===== src/rtl/sdrt_pkg.sv =====
package sdrt_pkg;

  typedef enum logic [2:0] {
    CMD_NOP = 3'd0,
    CMD_ACT = 3'd1,
    CMD_PRE = 3'd2,
    CMD_RD  = 3'd3,
    CMD_WR  = 3'd4
  } sd_cmd_e;

  typedef enum logic [1:0] {
    ACC_HIT,
    ACC_EMPTY,
    ACC_CONFLICT
  } acc_kind_e;

  // Classifies an access from the table lookup of its bank.
  function automatic acc_kind_e classify(input logic bank_open, input logic row_same);
    if (!bank_open)    return ACC_EMPTY;
    else if (row_same) return ACC_HIT;
    else               return ACC_CONFLICT;
  endfunction

  function automatic logic is_column(input sd_cmd_e c);
    return (c == CMD_RD) || (c == CMD_WR);
  endfunction

endpackage


===== src/rtl/sdrt_bank_table.sv =====
module sdrt_bank_table #(
  parameter int BANK_BITS = 2,
  parameter int ROW_W     = 13
) (
  input  logic                 clk,
  input  logic                 rst_n,
  input  logic                 clear_all,
  input  logic [BANK_BITS-1:0] look_bank,
  input  logic [ROW_W-1:0]     look_row,
  output logic                 look_open,
  output logic                 look_same,
  input  logic                 upd_en,
  input  logic [BANK_BITS-1:0] upd_bank,
  input  logic [ROW_W-1:0]     upd_row,
  output logic [(1<<BANK_BITS)-1:0] open_vec
);
  localparam int NB = 1 << BANK_BITS;

  logic [ROW_W-1:0] row_arr [NB];

  for (genvar g = 0; g < NB; g++) begin : g_entry
    logic             vld_q;
    logic [ROW_W-1:0] row_q;
    always_ff @(posedge clk) begin
      if (!rst_n) begin
        vld_q <= 1'b0;
        row_q <= '0;
      end else if (clear_all) begin
        vld_q <= 1'b0;
      end else if (upd_en && (upd_bank == BANK_BITS'(g))) begin
        vld_q <= 1'b1;
        row_q <= upd_row;
      end
    end
    assign open_vec[g] = vld_q;
    assign row_arr[g]  = row_q;
  end

  assign look_open = open_vec[look_bank];
  assign look_same = (row_arr[look_bank] == look_row);

  AST_CLEAR_EMPTIES: assert property (@(posedge clk) disable iff (!rst_n)
    clear_all |=> (open_vec == '0));
  AST_UPDATE_OPENS: assert property (@(posedge clk) disable iff (!rst_n)
    (upd_en && !clear_all) |=> open_vec[$past(upd_bank)]);

endmodule


===== src/rtl/sdrt_read_pipe.sv =====
module sdrt_read_pipe (
  input  logic clk,
  input  logic rst_n,
  input  logic issue,
  input  logic cas_sel,
  output logic valid
);
  logic [2:0] pipe_q;

  always_ff @(posedge clk) begin
    if (!rst_n) pipe_q <= '0;
    else        pipe_q <= {pipe_q[1:0], issue};
  end

  assign valid = cas_sel ? pipe_q[2] : pipe_q[1];

  AST_CL2_TIMING: assert property (@(posedge clk) disable iff (!rst_n)
    (!cas_sel && valid) |-> $past(issue, 2));
  AST_CL3_TIMING: assert property (@(posedge clk) disable iff (!rst_n)
    (cas_sel && valid) |-> $past(issue, 3));

endmodule


===== src/rtl/sdrt_sat_counter.sv =====
module sdrt_sat_counter #(
  parameter int W = 16
) (
  input  logic         clk,
  input  logic         rst_n,
  input  logic         inc,
  output logic [W-1:0] count
);
  localparam logic [W-1:0] TOP = '1;

  function automatic logic [W-1:0] bump(input logic [W-1:0] v);
    return (v == TOP) ? v : v + 1'b1;
  endfunction

  always_ff @(posedge clk) begin
    if (!rst_n)   count <= '0;
    else if (inc) count <= bump(count);
  end

  AST_SAT_HOLD: assert property (@(posedge clk) disable iff (!rst_n)
    (count == TOP) |=> (count == TOP));
  AST_NO_WRAP: assert property (@(posedge clk) disable iff (!rst_n)
    (count != '0) |=> (count != '0));

endmodule


===== src/rtl/sdram_rowtrack_ctrl.sv =====
module sdram_rowtrack_ctrl
  import sdrt_pkg::*;
#(
  parameter int BANK_BITS = 2,
  parameter int ROW_W     = 13,
  parameter int COL_W     = 9,
  parameter int DATA_W    = 16,
  parameter int DLY_W     = 4,
  parameter int CNT_W     = 16
) (
  input  logic                 clk,
  input  logic                 rst_n,
  input  logic                 close_all,
  input  logic                 req_valid,
  input  logic                 req_write,
  input  logic [BANK_BITS-1:0] req_bank,
  input  logic [ROW_W-1:0]     req_row,
  input  logic [COL_W-1:0]     req_col,
  input  logic [DATA_W-1:0]    req_wdata,
  output logic                 req_grant,
  input  logic [DLY_W-1:0]     t_rp,
  input  logic [DLY_W-1:0]     t_rcd,
  input  logic                 cas_sel,
  output logic [2:0]           sd_cmd,
  output logic [BANK_BITS-1:0] sd_bank,
  output logic [ROW_W-1:0]     sd_addr,
  output logic [DATA_W-1:0]    sd_wdata,
  input  logic [DATA_W-1:0]    sd_rdata,
  output logic                 rd_valid,
  output logic [DATA_W-1:0]    rd_data,
  output logic [CNT_W-1:0]     hit_count,
  output logic [CNT_W-1:0]     miss_count
);
  localparam int NB    = 1 << BANK_BITS;
  localparam int GAP_W = DLY_W + 1;

  typedef enum logic [1:0] {ST_IDLE, ST_PRE_WAIT, ST_ACT_WAIT} state_e;

  function automatic logic [ROW_W-1:0] col_addr(input logic [COL_W-1:0] c);
    return ROW_W'(c);
  endfunction

  // A programmed gap of 0 behaves as 1.
  function automatic logic [GAP_W-1:0] eff_gap(input logic [DLY_W-1:0] t);
    return (t == '0) ? GAP_W'(1) : GAP_W'(t);
  endfunction

  state_e                 state_q;
  sd_cmd_e                cmd_q;
  logic [DLY_W-1:0]       wait_q;
  logic                   p_write;
  logic [BANK_BITS-1:0]   p_bank;
  logic [ROW_W-1:0]       p_row;
  logic [COL_W-1:0]       p_col;
  logic [DATA_W-1:0]      p_wdata;
  logic                   bank_open, row_same;
  logic [NB-1:0]          open_vec;
  acc_kind_e              kind;

  // Named internal events
  logic accept, acc_hit, acc_miss, wait_over;

  assign accept    = (state_q == ST_IDLE) && req_valid && !close_all;
  assign kind      = classify(bank_open, row_same);
  assign acc_hit   = accept && (kind == ACC_HIT);
  assign acc_miss  = accept && (kind != ACC_HIT);
  assign wait_over = (wait_q <= DLY_W'(1));
  assign req_grant = accept;

  sdrt_bank_table #(.BANK_BITS(BANK_BITS), .ROW_W(ROW_W)) u_table (
    .clk, .rst_n,
    .clear_all (close_all),
    .look_bank (req_bank),
    .look_row  (req_row),
    .look_open (bank_open),
    .look_same (row_same),
    .upd_en    (acc_miss),
    .upd_bank  (req_bank),
    .upd_row   (req_row),
    .open_vec  (open_vec)
  );

  always_ff @(posedge clk) begin
    if (!rst_n) begin
      state_q  <= ST_IDLE;
      cmd_q    <= CMD_NOP;
      wait_q   <= '0;
      sd_bank  <= '0;
      sd_addr  <= '0;
      sd_wdata <= '0;
      p_write  <= 1'b0;
      p_bank   <= '0;
      p_row    <= '0;
      p_col    <= '0;
      p_wdata  <= '0;
    end else begin
      cmd_q <= CMD_NOP;
      unique case (state_q)
        ST_IDLE: if (accept) begin
          p_write <= req_write;
          p_bank  <= req_bank;
          p_row   <= req_row;
          p_col   <= req_col;
          p_wdata <= req_wdata;
          sd_bank <= req_bank;
          unique case (kind)
            ACC_HIT: begin
              cmd_q    <= req_write ? CMD_WR : CMD_RD;
              sd_addr  <= col_addr(req_col);
              sd_wdata <= req_wdata;
            end
            ACC_EMPTY: begin
              cmd_q   <= CMD_ACT;
              sd_addr <= req_row;
              wait_q  <= t_rcd;
              state_q <= ST_ACT_WAIT;
            end
            default: begin
              cmd_q   <= CMD_PRE;
              sd_addr <= '0;
              wait_q  <= t_rp;
              state_q <= ST_PRE_WAIT;
            end
          endcase
        end
        ST_PRE_WAIT: if (wait_over) begin
          cmd_q   <= CMD_ACT;
          sd_addr <= p_row;
          wait_q  <= t_rcd;
          state_q <= ST_ACT_WAIT;
        end else begin
          wait_q <= wait_q - 1'b1;
        end
        default: if (wait_over) begin
          cmd_q    <= p_write ? CMD_WR : CMD_RD;
          sd_addr  <= col_addr(p_col);
          sd_wdata <= p_wdata;
          state_q  <= ST_IDLE;
        end else begin
          wait_q <= wait_q - 1'b1;
        end
      endcase
    end
  end

  assign sd_cmd  = cmd_q;
  assign rd_data = sd_rdata;

  sdrt_read_pipe u_rdpipe (
    .clk, .rst_n,
    .issue   (cmd_q == CMD_RD),
    .cas_sel (cas_sel),
    .valid   (rd_valid)
  );

  sdrt_sat_counter #(.W(CNT_W)) u_hits (
    .clk, .rst_n, .inc(acc_hit), .count(hit_count)
  );
  sdrt_sat_counter #(.W(CNT_W)) u_misses (
    .clk, .rst_n, .inc(acc_miss), .count(miss_count)
  );

  // Assertion support: cycles since the last ACT and the last PRE, and the
  // last command other than NOP.
  logic [GAP_W-1:0] since_act_q, since_pre_q;
  sd_cmd_e          last_cmd_q;
  always_ff @(posedge clk) begin
    if (!rst_n) begin
      since_act_q <= '1;
      since_pre_q <= '1;
      last_cmd_q  <= CMD_NOP;
    end else begin
      since_act_q <= (cmd_q == CMD_ACT) ? GAP_W'(1) :
                     (since_act_q == '1) ? since_act_q : since_act_q + 1'b1;
      since_pre_q <= (cmd_q == CMD_PRE) ? GAP_W'(1) :
                     (since_pre_q == '1) ? since_pre_q : since_pre_q + 1'b1;
      if (cmd_q != CMD_NOP) last_cmd_q <= cmd_q;
    end
  end

  AST_HIT_GOES_COLUMN: assert property (@(posedge clk) disable iff (!rst_n)
    acc_hit |=> is_column(cmd_q));
  AST_EMPTY_ACTIVATES: assert property (@(posedge clk) disable iff (!rst_n)
    (acc_miss && !bank_open) |=> (cmd_q == CMD_ACT));
  AST_CONFLICT_PRECHARGES: assert property (@(posedge clk) disable iff (!rst_n)
    (acc_miss && bank_open) |=> (cmd_q == CMD_PRE));
  AST_RCD_GAP: assert property (@(posedge clk) disable iff (!rst_n)
    (is_column(cmd_q) && last_cmd_q == CMD_ACT) |-> (since_act_q >= eff_gap(t_rcd)));
  AST_RP_GAP: assert property (@(posedge clk) disable iff (!rst_n)
    (cmd_q == CMD_ACT && last_cmd_q == CMD_PRE) |-> (since_pre_q >= eff_gap(t_rp)));
  AST_NO_GRANT_ON_CLOSE: assert property (@(posedge clk) disable iff (!rst_n)
    close_all |-> !req_grant);

endmodule


===== config.mk =====
export PLATFORM = sky130hd
export DESIGN_NAME = sdram_rowtrack_ctrl
export DESIGN_NICKNAME = d
export VERILOG_FILES = /design/src/rtl/sdrt_pkg.sv /design/src/rtl/sdrt_bank_table.sv /design/src/rtl/sdrt_read_pipe.sv /design/src/rtl/sdrt_sat_counter.sv /design/src/rtl/sdram_rowtrack_ctrl.sv
export SDC_FILE = /design/constraint.sdc
export NUM_CORES = 1
export LEC_CHECK = 0
export CAP_MARGIN = 20
export CORE_AREA = 2 2 167 169
export DETAILED_ROUTE_END_ITERATION = 16
export DIE_AREA = 0 0 169 171
export GPL_TIMING_DRIVEN = 0
export SETUP_SLACK_MARGIN = 0.4
export SKIP_LAST_GASP = 1
export SYNTH_ARGS = -nofsm -noshare
export SYNTH_HDL_FRONTEND = slang
export SYNTH_HIERARCHICAL = 1
export SYNTH_SLANG_ARGS = --single-unit

===== constraint.sdc =====
create_clock -name clk -period 4.3 [get_ports clk]
set_input_delay 0.645 -clock clk [delete_from_list [all_inputs] [get_ports clk]]
set_output_delay 0.645 -clock clk [all_outputs]
set_load 0.03 [all_outputs]

==> results.md <==
* Status: finished, final reports clean
* CTS root buf: clkbuf_16
* # Max-Cap Violations at 0
* Final setup fails at 0
* DR vias/cell at 5.055
* CP Data Required Time at 4.63 ns
* Pwr Total at 3.890 mW
* Mapped cell area at 7943 µm²
* Fin crit period at 3.702 ns
* Clock-pin slew on the worst setup and hold paths at 0.07 ns
* Vert. Die Dim at 171 µm
* Port Buffers at 137
* Largest net degree at the start of global routing at 20
* Via Count at 7,496
* Initial core utilization at 29.07%
* WP buf/inv at 4
* Syn_nets at 1,035
* Bufs on Longest Clock Path at 2
* Setup crit end kind: flop
* CP Max Fanout at 11
* Dpl cells at 1,446
* Die Wd at 169 µm
* Fin crit share at 86.08%
* Crit start category: input pin
* Final instance area at 10,480 µm²
* Synth warn at 6
* Routed WL per cell at 16.17 µm
* Post-Layout Cell Count at 1,483
* Crit-path cells: buf_2 > buf_6 > mux4_1 > xor2_1 > nor4_2 > nand4_1 > nor3_4 > buf_4 > a21oi_4 > nor2b_1 > nand2_1 > clkbuf_1 > nand2_1 > a21boi_0
* VDD IR-drop max at 254.5 µV
* Num CTS Buffers at 17
* Area after DPL at 9782 µm²
* First-pass GRT wire length at 37,250 µm
* Pwr/cell area at 371.2 nW/µm²
* Critical path's top delay family: simple AND/OR/NAND/NOR gates
* GRT Resource Usage Total at 16.29%
* Syn-to-layout area delta at 31.93%
* Placement Setup Slack at -0.9559 ns
* Max-slew violations at 0
* Clock Sink Count at 170
* Grt total ovfl at 0
* CTS Hold Bufs at 0
* First-pass DRT Iterations at 5
* Worst setup margin at 0.5984 ns
* Final core occ at 38.35%
* Avg Inst Size Synth at 8.265 µm²
* CTS tree: done
* CP most frequent cell: nand2_1
* Clock skew at 0.01062 ns
* CP max-delay cell: mux4_1
* Final hold vios at 0
* # H-tree levels at 4
* # DRC at 0
* Layout cells sized above 1 at 10.04%
* Initial antenna violation count at 0
* Mapped Cells at 961
* Max transition margin at 36.65%
* Post-DP HPWL at 17,040 µm
* RSZ-0062 raised after global routing: true
* Max Freq at 270.2 MHz
* Row count at 61
* Worst hold path class: flop to flop
* Setup CP Type: input pin to flop
* Leakage power at 3.562 nW
* Routed Antenna Nets at 0
* WL final at 23,990 µm
* Gpl congestion at 0.8652
* Worst Max-Slew Pin Slew at 0.9458 ns
* Core area at 27,320 µm²
* Nets@finish at 1,197
* Io pins at 154
* Vias in the first global route at 6,862
* Worst skew pair latency at 0.43 ns
* Largest stage delay, worst path at 0.60 ns
* Iter 0 DRT Violations at 575
* Die area at 28,900 µm²
* Arrival time of the worst setup path at 4.04 ns
## layer usage
metal / up-vias / share of wire [%] / global-route usage (%) / wire, µm
met1: 3580 / 47 / 22.39 / 11290
met5: - / 0 / 0 / 0
met3: 9 / 5.5 / 2.984 / 1324
met2: 216 / 47 / 27.10 / 11250
met4: 0 / 0.49 / 2.713 / 118
li1: 3691 / - / - / -
## layout by cell type (no fill, tap or decap), types with 10 or more instances in the layout
cell type          n
nand2_1          257
inv_1             13
dfxtp_1          170
or4_1             10
xnor2_1           13
a21boi_0          52
clkbuf_1          36
clkdlybuf4s50_1  135
nand3_1           17
clkbuf_16         17
o21ai_0           22
o31ai_1           13
mux2i_1           10
a21oi_1           90
buf_4             23
nand4_1           12
mux4_2            10
a311oi_1          19
nor2_1            53
## flip-flops by register name (all words and copies together), names as in the netlist, 4 cells and up
register               count
p_wdata                   16
u_misses/count            16
sd_addr                   13
sd_wdata                  16
wait_q                     4
u_hits/count              16
p_row                     13
u_table/g_entry.vld_q      4
p_col                      9
u_table/g_entry.row_q     52
## where the power goes
group          internal [mW]  leakage [nW]  switching [mW]
clock                  0.900         0.294           0.723
sequential              1.64          1.38          0.0360
combinational          0.243          1.89           0.351
## final cells by class
| class | instances | area, µm² |
|---|---|---|
| flip-flops and latches | 170 | 3403 |
| multi-input cells | 702 | 4113 |
| fillers | 2826 | 16840 |
| well taps | 346 | 432.9 |
| plain buffers | 75 | 426.7 |
| diodes | 1 | 2.502 |
| clock inverters | 14 | 178.9 |
| clock buffers | 18 | 439.2 |
| repair buffers | 143 | 1430 |
| inverters | 14 | 52.55 |
## final timing paths
path	start	end	slack, ns	depth (start not counted)
hold / removal	u_rdpipe/pipe_q[0]	u_rdpipe/pipe_q[1]	0.43	1
setup / recovery	req_bank[1]	u_table/g_entry[0].row_q[11]	0.60	14
setup reg to reg	u_table/g_entry[2].row_q[4]	u_table/g_entry[0].row_q[11]	0.96	12
hold reg to reg	u_rdpipe/pipe_q[0]	u_rdpipe/pipe_q[1]	0.43	1
## stage by stage
step | setup TNS [ns] | hold WS [ns]
floorplan | 0 | 0.4057
global placement | -56.79 | 0.4173
detailed placement | -59.33 | 0.4160
CTS | 0 | 0.4328
global route | 0 | 0.4595
finish | 0 | 0.4309
## what timing repair did
item / CTS / global route
buffers inserted: 1 / 3
endpoints found under the setup margin: 91 / 43
cloned: 0 / 0
gates resized for setup: 16 / 8
pin swaps: 1 / 3
Note: power is estimated with default switching activity, not from simulation.
